**config.mk**
```make
export PLATFORM = sky130hd
export DESIGN_NAME = pkt_scrambler
export DESIGN_NICKNAME = d
export VERILOG_FILES = /design/src/rtl/scr_pkg.sv /design/src/rtl/scr_control.sv /design/src/rtl/scr_datapath.sv /design/src/rtl/pkt_scrambler.sv
export SDC_FILE = /design/constraint.sdc
export NUM_CORES = 1
export LEC_CHECK = 0
export BUFFER_PORTS_ARGS = -buffer_cell sky130_fd_sc_hd__buf_2
export CORE_UTILIZATION = 48
export CTS_CLUSTER_DIAMETER = 100
export DETAILED_ROUTE_END_ITERATION = 10
export PLACE_DENSITY = 0.75
export SLEW_MARGIN = 20
export SYNTH_ARGS = -nofsm -noshare
export SYNTH_HDL_FRONTEND = slang
export SYNTH_SLANG_ARGS = --single-unit
```
**constraint.sdc**
```tcl
create_clock -name clk -period 1.9 [get_ports clk]
set_input_delay 0.095 -clock clk [delete_from_list [all_inputs] [get_ports clk]]
set_output_delay 0.095 -clock clk [all_outputs]
set_load 0.01 [all_outputs]
```
**src/rtl/scr_pkg.sv**
```systemverilog
package scr_pkg;
  localparam int LFSR_LEN = 7;
  localparam int TAP_HI   = 6;
  localparam int TAP_LO   = 3;

  typedef struct packed {
    logic advance;
    logic loadSeed;
    logic capture;
  } scrCtl_t;
endpackage

```
**src/rtl/scr_control.sv**
```systemverilog
module scr_control
  import scr_pkg::*;
(
  input  logic    clk,
  input  logic    rstN,
  input  logic    inValid,
  input  logic    inSop,
  input  logic    outReady,
  output logic    inReady,
  output logic    outValid,
  output scrCtl_t ctl
);
  logic outValidQ;
  logic accept;

  assign inReady = !outValidQ || outReady;
  assign accept  = inValid && inReady;

  always_comb begin
    ctl.advance  = accept;
    ctl.capture  = accept;
    ctl.loadSeed = inSop;
  end

  always_ff @(posedge clk) begin
    if (!rstN) begin
      outValidQ <= 1'b0;
    end else if (accept) begin
      outValidQ <= 1'b1;
    end else if (outReady) begin
      outValidQ <= 1'b0;
    end
  end

  assign outValid = outValidQ;
endmodule

```
**src/rtl/scr_datapath.sv**
```systemverilog
module scr_datapath
  import scr_pkg::*;
#(
  parameter int W = 8,
  parameter logic [LFSR_LEN-1:0] SEED = 7'b1011101
)(
  input  logic                clk,
  input  logic                rstN,
  input  scrCtl_t             ctl,
  input  logic [W-1:0]        inData,
  input  logic                inSop,
  output logic [W-1:0]        outData,
  output logic                outSop,
  output logic [LFSR_LEN-1:0] lfsrState
);
  logic [LFSR_LEN-1:0] lfsrQ;
  logic [LFSR_LEN-1:0] chain [W+1];
  logic [W-1:0]        keyBits;
  logic [W-1:0]        outDataQ;
  logic                outSopQ;

  assign chain[0] = ctl.loadSeed ? SEED : lfsrQ;

  for (genvar i = 0; i < W; i++) begin : g_step
    assign keyBits[i]  = chain[i][TAP_HI] ^ chain[i][TAP_LO];
    assign chain[i+1]  = {chain[i][LFSR_LEN-2:0], keyBits[i]};
  end

  always_ff @(posedge clk) begin
    if (!rstN) begin
      lfsrQ    <= SEED;
      outDataQ <= '0;
      outSopQ  <= 1'b0;
    end else begin
      if (ctl.advance) lfsrQ <= chain[W];
      if (ctl.capture) begin
        outDataQ <= inData ^ keyBits;
        outSopQ  <= inSop;
      end
    end
  end

  assign outData   = outDataQ;
  assign outSop    = outSopQ;
  assign lfsrState = lfsrQ;
endmodule

```
**src/rtl/pkt_scrambler.sv**
```systemverilog
module pkt_scrambler
  import scr_pkg::*;
#(
  parameter int W = 8,
  parameter logic [LFSR_LEN-1:0] SEED = 7'b1011101
)(
  input  logic         clk,
  input  logic         rstN,
  input  logic         inValid,
  output logic         inReady,
  input  logic [W-1:0] inData,
  input  logic         inSop,
  output logic         outValid,
  input  logic         outReady,
  output logic [W-1:0] outData,
  output logic         outSop
);
  scrCtl_t             ctl;
  logic [LFSR_LEN-1:0] lfsrState;

  scr_control u_ctrl (
    .clk(clk), .rstN(rstN), .inValid(inValid), .inSop(inSop),
    .outReady(outReady), .inReady(inReady), .outValid(outValid), .ctl(ctl)
  );

  scr_datapath #(.W(W), .SEED(SEED)) u_dp (
    .clk(clk), .rstN(rstN), .ctl(ctl), .inData(inData), .inSop(inSop),
    .outData(outData), .outSop(outSop), .lfsrState(lfsrState)
  );
endmodule

```
==> impl_metrics.csv <==
group,metric,value,unit
timing,timing.final.crit_share,77.7,%
grt,grt_start_max_net_pins,17,
clock_tree,post_cts_setup_buffer_count,0,
timing,worst_hold_slack,0.0557,ns
timing,finClkSkew,0.00102,ns
place,detailedPlacementHpwl,1.16,mm
grt,grt_overflow_total,0,
worst_setup_path,worst_ep_arrival_time,1.71,ns
cells_and_area,finish.instance_area,948,µm²
cells_and_area,fin_util,62.2,%
min_path,hp-class,"in -> reg",
worst_setup_path,timing.rr.end,"u_dp.outData[5]",
yosys,syn-cell-area,800,µm²
timing,hold_violations,0,
worst_setup_path,rr_worst_depth,4,
timing,totalNegativeSetupSlack,0,ns
place,placement.io_buffers,23,
yosys,synth.distinct_cells,23,
route,finalWirelength,1.61,mm
route,wl_per_cell,12.0,µm
floorplanning,chipHeight,42.8,µm
yosys,yosys_most_used_dff,"dfxtp_1",
worst_setup_path,crit_path_end_kind,"flip-flop",
clock_tree,ctsHtreeMaxLevel,1,
grt,first_global_vias,645,
clock_tree,clkLatencyLatePin,0.28,ns
power,static-leakage-power,0.429,nW
route,initialDrtViolationCount,8,
grt,grt_pass1_wl,2.82,mm
floorplanning,boundaryPins,24,
grt,grtUsageTotal,20.6,%
clock_tree,cts_tree,"yes",
run,max-cap-violations,0,
yosys,synth_sequential_area_ratio,42.6,%
yosys,synth_seq_cells,17,
timing,slew-limit-headroom,66.3,%
worst_setup_path,critPathLaunchType,"flip-flop",
yosys,ys_top_cells_by_area,"dfxtp_1 (43%), xnor2_1 (6.6%), xor2_1 (5.5%)",
min_path,worst_hold_startpoint,"inValid",
clock_tree,post_cts_resized,0,
timing,slew_viol_final,0,
yosys,synthDominantCellAreaShare,42.6,%
power,max_ir_drop_vdd,0.414,mV
worst_setup_path,setup.reg_to_reg.worst_slack,0.42,ns
floorplanning,die_w,42.8,µm
worst_setup_path,criticalPathCategory,"reg -> reg",
floorplanning,floorplan.initialDensity,52.5,%
timing,worst_slew_pin_slew,0.505,ns
clock_tree,cts.path.max_buffers,2,
cells_and_area,share_of_layout_cells_above_drive_strength_1,24.6,%
timing,layout_min_cycle_time,1.48,ns
clock_tree,cts.reportedPaths.clkPinSlew,0.09,ns
yosys,synthesis.nets,108,
place,placedInstanceArea,922,µm²
floorplanning,placementRows,14,
worst_setup_path,critPathRequiredTime,2.13,ns
yosys,synth.avg_cell_area,8.42,µm²
route,routed-via-count,699,
timing,rsz0062_at_grt,"false",
route,vias_per_cell,5.22,
place,place.gp.congestion,0.746,
yosys,synthesized_instance_count,95,
route,drc,0,
worst_setup_path,r2r_start,"u_dp.lfsrState[2]",
clock_tree,ctsHoldBuffers,0,
grt,number_of_antenna_violations_at_the_first_check_in_global_routing,0,
timing,clock.fmax,678,MHz
yosys,post-synth-top-count-cell,"dfxtp_1",
min_path,timing.hold.worst_endpoint,"u_ctrl.outValid",
yosys,synth-edff-count,0,
yosys,ys_async_sr_fraction,0,%
min_path,worstHoldPathCells,3,
route,drtPass1Iterations,2,
clock_tree,numCtsBuffers,3,
route,drt.antenna.violating_nets,0,
yosys,yosys_warnings,0,
worst_setup_path,crit_path_max_fanout,4,
cells_and_area,syn2layout_area_growth,18.6,%
status,run_status,"complete, no violations",
yosys,synth_top_area_cell,"dfxtp_1",
floorplanning,fp.dieArea,1830,µm²
cells_and_area,n_antenna_cell,0,
floorplanning,floorplan.core_area,1520,µm²
clock_tree,cts-root-buf,"clkbuf_4",
clock_tree,clock_sink_count,17,
timing,final-setup-viol-count,0,
power,power_per_cell_area,805,nW/µm²
yosys,ys_top_cells_by_count,"dfxtp_1 (17), nand2_1 (9), nor2_1 (9)",
cells_and_area,fin_nets,132,
[per-stage QoR]
step | worst slack (ns) | total power, mW | cells
6_report | 0.425 | 0.764 | 134
4_1_cts | 0.414 | 0.777 | 134
3_5_place_dp | 0.431 | 0.584 | 130
2_1_floorplan | 0.492 | 0.528 | 95
3_3_place_gp | 0.471 | 0.579 | 130
5_1_grt | 0.324 | 0.815 | 134
[worst max-delay path, cell delays in order, from the launching register on]
cell     delay [ns]
dfxtp_1        0.39
xor2_1         0.20
mux2_2         0.37
or4_1          0.39
nand3_1        0.07
[layout by cell type, fill, tap and decap left out, types with 2 or more instances in the layout]
cell type / n
o211ai_1: 3
buf_2: 23
xnor2_1: 6
nor2b_1: 3
dfxtp_1: 17
nand2b_1: 2
clkbuf_4: 3
o21ai_0: 7
inv_1: 2
a21oi_1: 7
xor2_1: 5
a211oi_1: 2
or4_1: 3
nand4_1: 2
nand3_1: 7
nor2_1: 9
nand2_1: 9
[worst max-delay path by stage]
stage / cells past startpoint / slack, ns / start / to
floorplan: 4 / 0.49 / u_dp.lfsrState[2] / u_dp.outData[5]
global placement: 4 / 0.47 / u_dp.lfsrState[2] / u_dp.outData[5]
detailed placement: 4 / 0.43 / u_dp.lfsrState[2] / u_dp.outData[5]
CTS: 4 / 0.41 / u_dp.lfsrState[2] / u_dp.outData[5]
global route: 4 / 0.32 / u_dp.lfsrState[2] / u_dp.outData[5]
finish: 4 / 0.42 / u_dp.lfsrState[2] / u_dp.outData[5]
[registers in the layout, indices dropped and copies added (netlist names)]
signal	count
u_dp.lfsrState	7
u_dp.outSop	1
u_dp.outData	8
u_ctrl.outValid	1
[where the power goes]
group / switching, mW / total [mW] / internal, mW
combinational: 0.0881 / 0.166 / 0.0776
sequential: 0.0222 / 0.409 / 0.387
clock: 0.107 / 0.189 / 0.0815
[routing by layer]
metal | routed length (µm) | part of all wire (%) | vias up | GRT usage [%]
met2 | 765 | 48 | 13 | 29.4
met5 | 0 | 0 | - | 0
li1 | - | - | 376 | -
met4 | 17 | 1.1 | 0 | 13.1
met1 | 777 | 48 | 308 | 28.8
met3 | 45 | 2.8 | 2 | 2.55
[logic make-up (layout without fill, tap and decap cells)]
family | Yosys count | after routing | share of synthesized area [%]
simple gates | 37 | 37 | 22.8
compound gates | 20 | 20 | 14.6
flops | 17 | 17 | 42.6
xor+xnor | 11 | 11 | 12.0
buf+inv | 7 | 30 | 3.44
mux | 3 | 3 | 4.54
[cell type report]
| cell class | count | area (µm²) |
|---|---|---|
| tap | 16 | 20.0 |
| sequential | 17 | 340 |
| timing repair buffer | 24 | 123 |
| clock buffer | 4 | 26.3 |
| multi-input combinational | 71 | 432 |
| fill | 140 | 576 |
| inverter | 2 | 7.51 |
Note: power is estimated with default switching activity, not from simulation.
